### src/rtl/fpstk_pkg.sv
`timescale 1ns/100ps
// Shared constants and types for the register stack controller.
// Assumes the relative index field of the opcode is three bits wide,
// which fixes the stack depth at eight.
package fpstk_pkg;
    localparam int IDX_W       = 3;
    localparam int STACK_DEPTH = 1 << IDX_W;
    localparam logic [4:0] FAMILY_TAG = 5'b11011;

    typedef enum logic [3:0] {
        OPK_ILLEGAL,
        OPK_TOP_INC,
        OPK_TOP_DEC,
        OPK_EXCH,
        OPK_COPY,
        OPK_PUSH_RES,
        OPK_FREE,
        OPK_POP_TWICE,
        OPK_ARITH
    } opk_e;

    typedef struct packed {
        opk_e             kind;
        logic [IDX_W-1:0] idx;
        logic             dst_sel;
        logic             pop;
        logic             rev;
        logic [1:0]       func;
    } dec_t;
endpackage

### src/rtl/fpstk_decode.sv
`timescale 1ns/100ps
// Opcode decoder: classifies a two-byte register-form instruction and
// extracts its index, destination, pop, order and function fields.
// Purely combinational; assumes both bytes are stable while valid.
module fpstk_decode
    import fpstk_pkg::*;
(
    input  logic [7:0] byte0,
    input  logic [7:0] byte1,
    output dec_t       dec
);
    // Classify the instruction and pull out its fields.
    always_comb begin
        dec         = '0;
        dec.kind    = OPK_ILLEGAL;
        dec.idx     = byte1[IDX_W-1:0];
        dec.dst_sel = byte0[2];
        dec.pop     = byte0[1];
        dec.rev     = byte1[3] ^ byte0[2];
        dec.func    = byte1[5:4];
        if (byte0[7:3] == FAMILY_TAG) begin
            if (byte0[2:0] == 3'b001) begin
                if (byte1 == 8'hF7)
                    dec.kind = OPK_TOP_INC;
                else if (byte1 == 8'hF6)
                    dec.kind = OPK_TOP_DEC;
                else if (byte1[7:3] == 5'b11001)
                    dec.kind = OPK_EXCH;
                else if (byte1[7:3] == 5'b11000)
                    dec.kind = OPK_COPY;
                else if (byte1[7:3] == 5'b11101 && byte1[2:0] != 3'b111)
                    dec.kind = OPK_PUSH_RES;
            end else if (byte0[2:0] == 3'b101) begin
                if (byte1[7:3] == 5'b11000)
                    dec.kind = OPK_FREE;
            end else if (byte0[2:0] == 3'b110 && byte1 == 8'hD9) begin
                dec.kind = OPK_POP_TWICE;
            end else if (!byte0[0] && byte0[2:1] != 2'b01 && byte1[7:6] == 2'b11) begin
                dec.kind = OPK_ARITH;
            end
        end
    end
endmodule

### src/rtl/fpstk_map.sv
`timescale 1ns/100ps
// Relative-to-physical index mapper. Assumes the stack depth is a power
// of two, so the modulo reduces to a truncating add.
module fpstk_map #(
    parameter int IW = 3
) (
    input  logic [IW-1:0] top,
    input  logic [IW-1:0] rel,
    output logic [IW-1:0] phys
);
    // Wrap-around add of the relative offset to the top pointer.
    assign phys = top + rel;
endmodule

### src/rtl/fpstk_file.sv
`timescale 1ns/100ps
// Stack storage: eight value slots with per-slot empty tags, two write
// ports (so a swap completes in one edge) and NRD asynchronous read ports.
// Assumes callers never request a tag mark_full and mark_empty for the
// same slot in one cycle.
module fpstk_file
    import fpstk_pkg::*;
#(
    parameter int DATA_W = 16,
    parameter int NRD    = 3
) (
    input  logic                              clk,
    input  logic                              rst_n,
    input  logic                              wa_en,
    input  logic [IDX_W-1:0]                  wa_addr,
    input  logic [DATA_W-1:0]                 wa_data,
    input  logic                              wb_en,
    input  logic [IDX_W-1:0]                  wb_addr,
    input  logic [DATA_W-1:0]                 wb_data,
    input  logic [STACK_DEPTH-1:0]            mark_empty,
    input  logic [STACK_DEPTH-1:0]            mark_full,
    input  logic [NRD-1:0][IDX_W-1:0]         rd_addr,
    output logic [NRD-1:0][DATA_W-1:0]        rd_data,
    output logic [STACK_DEPTH-1:0]            empty
);
    logic [DATA_W-1:0]      slot_q [STACK_DEPTH];
    logic [STACK_DEPTH-1:0] empty_q;

    // Slot values and tags, cleared to empty on reset.
    always_ff @(posedge clk) begin
        if (!rst_n) begin
            for (int k = 0; k < STACK_DEPTH; k++)
                slot_q[k] <= '0;
            empty_q <= '1;
        end else begin
            if (wa_en)
                slot_q[wa_addr] <= wa_data;
            if (wb_en)
                slot_q[wb_addr] <= wb_data;
            empty_q <= (empty_q & ~mark_full) | mark_empty;
        end
    end

    // One asynchronous read port per requested address.
    for (genvar r = 0; r < NRD; r++) begin : g_rd
        assign rd_data[r] = slot_q[rd_addr[r]];
    end

    assign empty = empty_q;
endmodule

### src/rtl/fpstk_ctrl.sv
`timescale 1ns/100ps
// Register stack controller top. Accepts one instruction per cycle,
// maps relative operands through the top pointer, screens for overflow
// and underflow, and applies every stack effect at the accepting edge.
// Assumes res_data is valid in the same cycle op_fire is high.
module fpstk_ctrl
    import fpstk_pkg::*;
#(
    parameter int DATA_W = 16
) (
    input  logic              clk,
    input  logic              rst_n,
    input  logic              in_valid,
    output logic              in_ready,
    input  logic [7:0]        in_byte0,
    input  logic [7:0]        in_byte1,
    input  logic [DATA_W-1:0] res_data,
    output logic              op_fire,
    output logic [1:0]        op_func,
    output logic              op_reverse,
    output logic [DATA_W-1:0] op_dst_data,
    output logic [DATA_W-1:0] op_src_data,
    input  logic [2:0]        rd_rel,
    output logic [DATA_W-1:0] rd_data,
    output logic              rd_empty,
    output logic [2:0]        top_ptr,
    output logic              bad_op,
    output logic              overflow,
    output logic              underflow
);
    localparam int NMAP = 4;   // ST(i), observation, ST(1), push slot
    localparam int NRD  = 3;   // ST(i), observation, ST(0)

    dec_t dec;
    logic accept, go, unf_hit, ovf_hit;
    logic ready_q, bad_q, ovf_q, unf_q;
    logic [IDX_W-1:0] top_q, top_d;
    logic [NMAP-1:0][IDX_W-1:0] map_rel, map_phys;
    logic [IDX_W-1:0] phys_i, phys_rd, phys_one, phys_push;
    logic [NRD-1:0][IDX_W-1:0]  rd_addr;
    logic [NRD-1:0][DATA_W-1:0] rd_vals;
    logic [DATA_W-1:0] data_i, data_top;
    logic [STACK_DEPTH-1:0] empty, mark_empty, mark_full;
    logic emp_top, emp_i, emp_one, emp_push;
    logic wa_en, wb_en;
    logic [IDX_W-1:0] wa_addr, wb_addr;
    logic [DATA_W-1:0] wa_data, wb_data;

    fpstk_decode u_dec (
        .byte0 (in_byte0),
        .byte1 (in_byte1),
        .dec   (dec)
    );

    assign map_rel[0] = dec.idx;
    assign map_rel[1] = rd_rel;
    assign map_rel[2] = IDX_W'(1);
    assign map_rel[3] = '1;

    for (genvar m = 0; m < NMAP; m++) begin : g_map
        fpstk_map #(.IW(IDX_W)) u_map (
            .top  (top_q),
            .rel  (map_rel[m]),
            .phys (map_phys[m])
        );
    end

    assign phys_i    = map_phys[0];
    assign phys_rd   = map_phys[1];
    assign phys_one  = map_phys[2];
    assign phys_push = map_phys[3];

    assign rd_addr[0] = phys_i;
    assign rd_addr[1] = phys_rd;
    assign rd_addr[2] = top_q;

    fpstk_file #(.DATA_W(DATA_W), .NRD(NRD)) u_file (
        .clk        (clk),
        .rst_n      (rst_n),
        .wa_en      (wa_en),
        .wa_addr    (wa_addr),
        .wa_data    (wa_data),
        .wb_en      (wb_en),
        .wb_addr    (wb_addr),
        .wb_data    (wb_data),
        .mark_empty (mark_empty),
        .mark_full  (mark_full),
        .rd_addr    (rd_addr),
        .rd_data    (rd_vals),
        .empty      (empty)
    );

    assign data_i   = rd_vals[0];
    assign data_top = rd_vals[2];
    assign emp_top  = empty[top_q];
    assign emp_i    = empty[phys_i];
    assign emp_one  = empty[phys_one];
    assign emp_push = empty[phys_push];
    assign accept   = in_valid && ready_q;

    // Fault screening: which operand reads or push targets are illegal.
    always_comb begin
        unf_hit = 1'b0;
        ovf_hit = 1'b0;
        case (dec.kind)
            OPK_EXCH, OPK_ARITH: unf_hit = emp_top | emp_i;
            OPK_COPY: begin
                unf_hit = emp_i;
                ovf_hit = !emp_push;
            end
            OPK_PUSH_RES:  ovf_hit = !emp_push;
            OPK_POP_TWICE: unf_hit = emp_top | emp_one;
            default: ;
        endcase
    end

    assign go = accept && !unf_hit && !ovf_hit;

    // Stack effects of the accepted instruction: writes, tags, new top.
    always_comb begin
        top_d      = top_q;
        wa_en      = 1'b0;
        wa_addr    = top_q;
        wa_data    = res_data;
        wb_en      = 1'b0;
        wb_addr    = phys_i;
        wb_data    = data_top;
        mark_empty = '0;
        mark_full  = '0;
        if (go) begin
            case (dec.kind)
                OPK_TOP_INC: top_d = phys_one;
                OPK_TOP_DEC: top_d = phys_push;
                OPK_EXCH: begin
                    wa_en   = 1'b1;
                    wa_data = data_i;
                    wb_en   = 1'b1;
                end
                OPK_COPY: begin
                    wa_en   = 1'b1;
                    wa_addr = phys_push;
                    wa_data = data_i;
                    mark_full[phys_push] = 1'b1;
                    top_d   = phys_push;
                end
                OPK_PUSH_RES: begin
                    wa_en   = 1'b1;
                    wa_addr = phys_push;
                    mark_full[phys_push] = 1'b1;
                    top_d   = phys_push;
                end
                OPK_FREE: mark_empty[phys_i] = 1'b1;
                OPK_POP_TWICE: begin
                    mark_empty[top_q]    = 1'b1;
                    mark_empty[phys_one] = 1'b1;
                    top_d = phys_one + IDX_W'(1);
                end
                OPK_ARITH: begin
                    wa_en   = 1'b1;
                    wa_addr = dec.dst_sel ? phys_i : top_q;
                    if (dec.pop) begin
                        mark_empty[top_q] = 1'b1;
                        top_d = phys_one;
                    end
                end
                default: ;
            endcase
        end
    end

    // Top pointer, handshake readiness, sticky flags and reject pulse.
    always_ff @(posedge clk) begin
        if (!rst_n) begin
            top_q   <= '0;
            ready_q <= 1'b0;
            bad_q   <= 1'b0;
            ovf_q   <= 1'b0;
            unf_q   <= 1'b0;
        end else begin
            top_q   <= top_d;
            ready_q <= 1'b1;
            bad_q   <= accept && (dec.kind == OPK_ILLEGAL);
            ovf_q   <= ovf_q | (accept && ovf_hit);
            unf_q   <= unf_q | (accept && unf_hit);
        end
    end

    assign in_ready    = ready_q;
    assign op_fire     = go && (dec.kind == OPK_ARITH);
    assign op_func     = dec.func;
    assign op_reverse  = dec.rev;
    assign op_dst_data = dec.dst_sel ? data_i : data_top;
    assign op_src_data = dec.dst_sel ? data_top : data_i;
    assign rd_data     = rd_vals[1];
    assign rd_empty    = empty[phys_rd];
    assign top_ptr     = top_q;
    assign bad_op      = bad_q;
    assign overflow    = ovf_q;
    assign underflow   = unf_q;
endmodule

### config.mk
export PLATFORM = sky130hd
export DESIGN_NAME = fpstk_ctrl
export DESIGN_NICKNAME = d
export VERILOG_FILES = /design/src/rtl/fpstk_pkg.sv /design/src/rtl/fpstk_decode.sv /design/src/rtl/fpstk_map.sv /design/src/rtl/fpstk_file.sv /design/src/rtl/fpstk_ctrl.sv
export SDC_FILE = /design/constraint.sdc
export NUM_CORES = 1
export LEC_CHECK = 0
export ABC_AREA = 0
export BUFFER_PORTS_ARGS = -buffer_cell sky130_fd_sc_hd__buf_4
export CORE_ASPECT_RATIO = 0.75
export CORE_MARGIN = 10
export CORE_UTILIZATION = 30
export CTS_CLUSTER_SIZE = 24
export DETAILED_ROUTE_END_ITERATION = 8
export PLACE_DENSITY_LB_ADDON = 0.25
export RECOVER_POWER = 25
export SYNTH_ARGS = -nofsm -noshare
export SYNTH_HDL_FRONTEND = slang
export SYNTH_SLANG_ARGS = --single-unit
### constraint.sdc
create_clock -name clk -period 6.1 [get_ports clk]
set_clock_uncertainty 0.2 [all_clocks]
set_input_delay 0.915 -clock clk [delete_from_list [all_inputs] [get_ports clk]]
set_output_delay 0.915 -clock clk [all_outputs]
set_load 0.02 [all_outputs]
==> results.toml, run 1 <==
[sta]
period_share_pct = 91.32
finalSetupTns_ns = 0
slew_violations = 0
clock.fmax_mhz = 179.5
period_needed_ns = 5.570
setup_viol_count_final = 0
worstMarginPinSlew_ns = 1.225
rsz0062_at_grt = "false"
maxSlewHeadroom_pct = 18.06
hold_viol_final = 0

[cts]
clock_latency_ns = 0.43
path_clk_slew_ns = 0.07
clock-root-buffer = "clkbuf_16"
cts_sinks = 146
cts_buffer_depth = 2
cts_buffers = 17
postCtsSetupBuffers = 0
cts-resized-gates = 0
ctsHoldBuffers = 0
cts_tree = "yes"
h-tree-depth = 4

[floorplan]
die_area_sq_mm = 0.04542
die_x_microns = 242.8
rows = 61
die_y_microns = 187.1
core_area_sq_mm = 0.03694
io_pins = 98
initial_utilization_pct = 30.23

[routing]
drt_iter0_drc = 1368
wl_per_cell_microns = 28.02
dr.pass1.iters = 6
drc_errors = 0
drt_wl_total_microns = 46710
viasPerCell = 6.210
ant_nets = 0
vias = 10350

[placed_design]
hpwl_microns = 32200
gp_congestion = 0.9332
portBuffers = 97
placed_cell_area_sq_mm = 0.01259

[critical_path]
critPathSlowestCell = "nor2_1"
start_kind = "input port"
critical_path_arrival_ns = 4.46
path_buf_inv = 4
criticalPathCategory = "input port to primary output"
rrSetupSlack_ns = 0.73
crit_top_cell = "buf_4"
critPathMaxStageDelay_ns = 0.93
path_cells = "buf_4 > ha_1 > fa_1 > clkbuf_1 > nand2b_1 > nor2_1 > buf_4 > a22o_1 > a221oi_1 > and3_1 > a21oi_1 > buf_4"
cp-end-kind = "primary output"
path_max_fanout = 13
cp.required_ns = 4.98
path_delay_family = "simple AND/OR/NAND/NOR gates"

[synthesis]
synth-warning-count = 0
ys_ff_latch = 146
synth-edff-count = 128
synth_nets = 1117
yosysSeqAreaShare_pct = 37.64
yosysUniqueCellTypes = 92
synth_top_flop_cell = "edfxtp_1"
synth_cells = 1072
synth_area_sq_mm = 0.01117
async_reset_ff_share_pct = 0
syn_area_per_cell_sq_um = 10.42

[global_route]
antenna_found_initial = 0
grtUsageTotal_pct = 19.62
grt_overflow = 0
grt_max_degree = 41
grt_first_pass_wirelength_microns = 67380
grt_pass1_vias = 9534

[min_path]
hp-class = "flip-flop to flip-flop"

[layout]
final_cell_mix = "nand2_1 (169), buf_4 (129), edfxtp_1 (128)"
postLayoutCoreUtil_pct = 35.32
num_antenna_cells = 0
area.growth.synth_to_final_pct = 16.83
nFillCells = 3755
layout.nets = 1195
final_common_cell = "nand2_1"
layout-drive-gt1-share_pct = 26.31
final_area_sq_mm = 0.01305

[job]
maxCapViolations = 0

[power]
peakVddDrop_v = 0.0001822
leakagePower_nw = 4.228
p_per_area_mw_per_mm2 = 199.7

[outcome]
status = "finished clean"
==> cells in the mapped netlist (3+ instances only) <==
cell / instances / area share [%]
nand2_1: 168 / 5.6
edfxtp_1: 128 / 34
o31ai_1: 89 / 6.0
mux4_2: 70 / 14
nor2_1: 67 / 2.3
clkbuf_1: 60 / 2.0
a21oi_1: 51 / 2.3
mux2_2: 36 / 3.6
o22ai_1: 34 / 1.9
a22oi_1: 31 / 2.1
o21ai_0: 23 / 1.0
nand3_1: 21 / 0.94
dfxtp_1: 18 / 3.2
and3_1: 17 / 0.95
buf_2: 17 / 0.76
a22o_1: 14 / 1.1
a211oi_1: 13 / 0.87
mux2i_1: 13 / 1.2
a221oi_1: 12 / 0.94
nand2b_1: 10 / 0.56
nor3_1: 10 / 0.45
inv_1: 9 / 0.30
o41ai_1: 9 / 0.71
xnor2_1: 9 / 0.71
buf_1: 8 / 0.27
buf_4: 6 / 0.40
o32ai_1: 6 / 0.47
a21o_1: 5 / 0.34
a21oi_2: 5 / 0.39
a221o_1: 5 / 0.45
ha_1: 5 / 0.56
a2111oi_0: 4 / 0.31
a31o_2: 4 / 0.31
a32oi_1: 4 / 0.31
and4_1: 4 / 0.31
o211ai_1: 4 / 0.27
xor2_1: 4 / 0.31
a31oi_1: 3 / 0.17
and2_1: 3 / 0.17
buf_6: 3 / 0.30
nand3b_1: 3 / 0.20
nand4_1: 3 / 0.17
nor2b_1: 3 / 0.17
or2_1: 3 / 0.17
==> final cells by class <==
class / instances / area [sq um] / share of cell area [%]
clock buffer: 17 / 425.4 / 3.260
clock inverter: 15 / 146.4 / 1.122
inverter: 12 / 45.04 / 0.3452
multi-input combinational: 820 / 6533 / 50.07
sequential: 146 / 4205 / 32.23
tap: 504 / 630.6 / 4.833
timing repair buffer: 153 / 1062 / 8.142
==> per-layer routing <==
| metal | global-route usage (%) | share of wire (%) | wire (microns) |
|---|---|---|---|
| met3 | 6.107 | 13 | 5964 |
| met5 | 0 | 0 | 0 |
| met4 | 5.517 | 2.1 | 998 |
| met1 | 27.53 | 42 | 19760 |
| met2 | 28.31 | 43 | 19990 |
==> tightest hold or removal path, delay by kind of cell, from the launching register on <==
family	cells	cell delay (ns)
flops	1	0.33
simple gates	1	0.07
compound gates	1	0.04
==> path summary, 6_finish.rpt <==
check / start / endpoint / cells past startpoint
worst max-delay path: in_byte1[0] / op_dst_data[10] / 12
worst min-delay path: underflow / underflow / 2
worst min register to register: underflow / underflow / 2
worst max register to register: top_ptr[1] / u_file.slot_q[0][13] / 11
==> cells by family after synthesis <==
group / synth area share, %
AOI/OAI and AO/OA: 23.21
adders and majority gates: 0.9187
and+or+nand+nor: 13.49
buffers and inverters: 4.156
DFF: 37.64
xor gates and xnor gates: 1.434
muxes: 19.15
==> where the power goes <==
part / internal (W) / total, W / switching (W)
Clock: 0.000573 / 0.00106 / 0.000484
Combinational: 0.000154 / 0.000405 / 0.000251
Sequential: 0.00111 / 0.00114 / 0.0000303
Total: 0.00184 / 0.00261 / 0.000765
==> registers in the layout, summed over array words and instances, names as in the netlist, named ones only <==
register,cells
top_ptr,3
u_file.slot_q,128
overflow,1
bad_op,1
u_file.empty,8
in_ready,1
underflow,1
==> per-stage QoR <==
stage               setup slack (ns)  total power, W  hold WS (ns)  cells
floorplan                      1.311        0.001386        0.2960   1072
global placement              0.5570        0.001576        0.2640   1635
detailed placement            0.5443        0.001574        0.2737   1635
CTS                           0.8884        0.002620        0.2907   1667
global route                  0.3494        0.002676        0.3230   1667
finish                        0.5298        0.002605        0.2840   1667
No activity file was read; power rests on OpenSTA's default activity.
==> inputs of run 2 (changes only) <==
--- a/config.mk
+++ b/config.mk
@@ -5,7 +5,7 @@
 export SDC_FILE = /design/constraint.sdc
 export NUM_CORES = 1
 export LEC_CHECK = 0
-export ABC_AREA = 0
+export ABC_AREA = 1
 export BUFFER_PORTS_ARGS = -buffer_cell sky130_fd_sc_hd__buf_4
 export CORE_ASPECT_RATIO = 0.75
 export CORE_MARGIN = 10
@@ -14,6 +14,7 @@
 export DETAILED_ROUTE_END_ITERATION = 8
 export PLACE_DENSITY_LB_ADDON = 0.25
 export RECOVER_POWER = 25
+export SKIP_CTS_REPAIR_TIMING = 1
 export SYNTH_ARGS = -nofsm -noshare
 export SYNTH_HDL_FRONTEND = slang
 export SYNTH_SLANG_ARGS = --single-unit
==> results.toml, run 2 <==
[sta]
finalSetupTns_ns = 0
rsz0062_at_grt = "false"
hold_viol_final = 0
setup_viol_count_final = 0
worstMarginPinSlew_ns = 1.215
period_needed_ns = 5.636
slew_violations = 0
setup_slack_ns = 0.4640
maxSlewHeadroom_pct = 18.61
period_share_pct = 92.39
clock.fmax_mhz = 177.4

[synthesis]
synth_area_sq_mm = 0.01349
yosysTopAreaCell = "edfxtp_1"
yosysSeqAreaShare_pct = 31.15
synth.most_common_cell = "nand2_1"
synthTopCellsByCount = "nand2_1 (770), o21ai_0 (250), inv_1 (245)"
synth_top_flop_cell = "edfxtp_1"
synth_cells = 2185
ys_ff_latch = 146
synth-edff-count = 128
syn_area_per_cell_sq_um = 6.176
synth-warning-count = 0
synth_nets = 2230
yosysUniqueCellTypes = 52
synth.area.top_cells = "edfxtp_1 (28%), nand2_1 (21%), o21ai_0 (9.3%)"
yosys.area.top_type_share_pct = 28.48
async_reset_ff_share_pct = 0

[critical_path]
critPathMaxStageDelay_ns = 0.81
path_delay_family = "buffers and inverters"
path_max_fanout = 18
critPathSlowestCell = "clkbuf_1"
cp.required_ns = 4.98
criticalPathCategory = "flip-flop to primary output"
path_cells = "clkbuf_1 > ha_4 > fa_2 > inv_1 > a211oi_1 > a31oi_1 > buf_4"
critical_path_arrival_ns = 4.52
path_buf_inv = 3
start_kind = "flip-flop"
cp-end-kind = "primary output"

[placed_design]
placed_cell_area_sq_mm = 0.01482
pre_cts_ws_ns = 1.147
gp_congestion = 0.9372
hpwl_microns = 43770
portBuffers = 97

[layout]
area.growth.synth_to_final_pct = 13.49
layout-drive-gt1-share_pct = 11.39
final_cell_mix = "nand2_1 (770), o21ai_0 (250), inv_1 (244)"
final_common_cell = "nand2_1"
layout.nets = 2272
top_register = "u_file.slot_q"
num_antenna_cells = 0
final_area_sq_mm = 0.01531
largest_register_ffs = 128

[global_route]
antenna_found_initial = 2
grt_first_pass_wirelength_microns = 94020
grt_max_degree = 76
grt_overflow = 0
grtUsageTotal_pct = 23.23
grt_pass1_vias = 13960

[routing]
vias = 15400
viasPerCell = 5.452
dr.pass1.iters = 5
drt_wl_total_microns = 64020
drt_iter0_drc = 2032
ant_nets = 0
wl_per_cell_microns = 22.67
drc_errors = 0

[power]
leakagePower_nw = 7.395
peakVddDrop_v = 0.0002080
p_per_area_mw_per_mm2 = 181.9
p_total_w = 0.002786

[floorplan]
rows = 67
core_area_sq_mm = 0.04460
io_pins = 98
die_y_microns = 203.7
die_x_microns = 264.9
die_area_sq_mm = 0.05395
initial_utilization_pct = 30.26

[cts]
cts_sinks = 146
cts_buffers = 17
path_clk_slew_ns = 0.06
clock-root-buffer = "clkbuf_16"
cts_buffer_depth = 2
clock_latency_ns = 0.46
cts_tree = "yes"
h-tree-depth = 4

[outcome]
status = "finished clean"

[job]
maxCapViolations = 0

[min_path]
hp-class = "flip-flop to flip-flop"
[run 2: final timing paths]
path	from	endpoint	slack, ns	cells past startpoint
min reg2reg	overflow	overflow	0.28	2
min	overflow	overflow	0.28	2
max	top_ptr[0]	rd_data[12]	0.46	7
max reg2reg	top_ptr[2]	u_file.slot_q[1][13]	0.81	18
[run 2: cells by family after synthesis]
logic type | count (synthesis) | share of synthesized area (%)
simple gates | 1166 | 37.11
compound gates | 450 | 17.89
buf+inv | 411 | 12.76
flops | 146 | 31.15
fa+ha+maj | 7 | 0.7603
xor+xnor | 4 | 0.2597
mux | 1 | 0.07418
[run 2: routing by layer]
layer	GRT usage, %	part of all wire [%]	vias to the layer above
met2	34.72	41	991
met5	0	0.011	-
met1	32.34	44	7112
met3	5.994	12	103
li1	-	-	7188
met4	6.637	2.2	2
[run 2: power by group]
| part | internal [W] | switching [W] |
|---|---|---|
| Clock | 0.000635 | 0.000467 |
| Combinational | 0.000156 | 0.000406 |
| Sequential | 0.00111 | 0.0000155 |
[run 2: area by class of cell]
class | instances | area (sq um)
clock inverter | 11 | 138.9
inverter | 266 | 998.5
clock buffer | 19 | 432.9
multi-input combinational | 1628 | 7591
timing repair buffer | 168 | 1215
sequential | 146 | 4205
tap | 586 | 733.2
fill | 4925 | 29280
[run 2: metrics by stage]
step	std cells	utilization, %	hold WS (ns)
3_3_place_gp	2794	33.22	0.2693
2_1_floorplan	2185	-	0.2626
4_1_cts	2824	34.50	0.2890
3_5_place_dp	2794	33.22	0.2729
5_1_grt	2824	34.34	0.2955
6_report	2824	34.34	0.2799
[run 2: worst reg2reg max path: cells and delay by family, from the launching register on]
kind | cells | cell delay, ns
simple gates | 12 | 1.96
flops | 1 | 0.31
compound gates | 2 | 0.43
buf+inv | 4 | 2.26
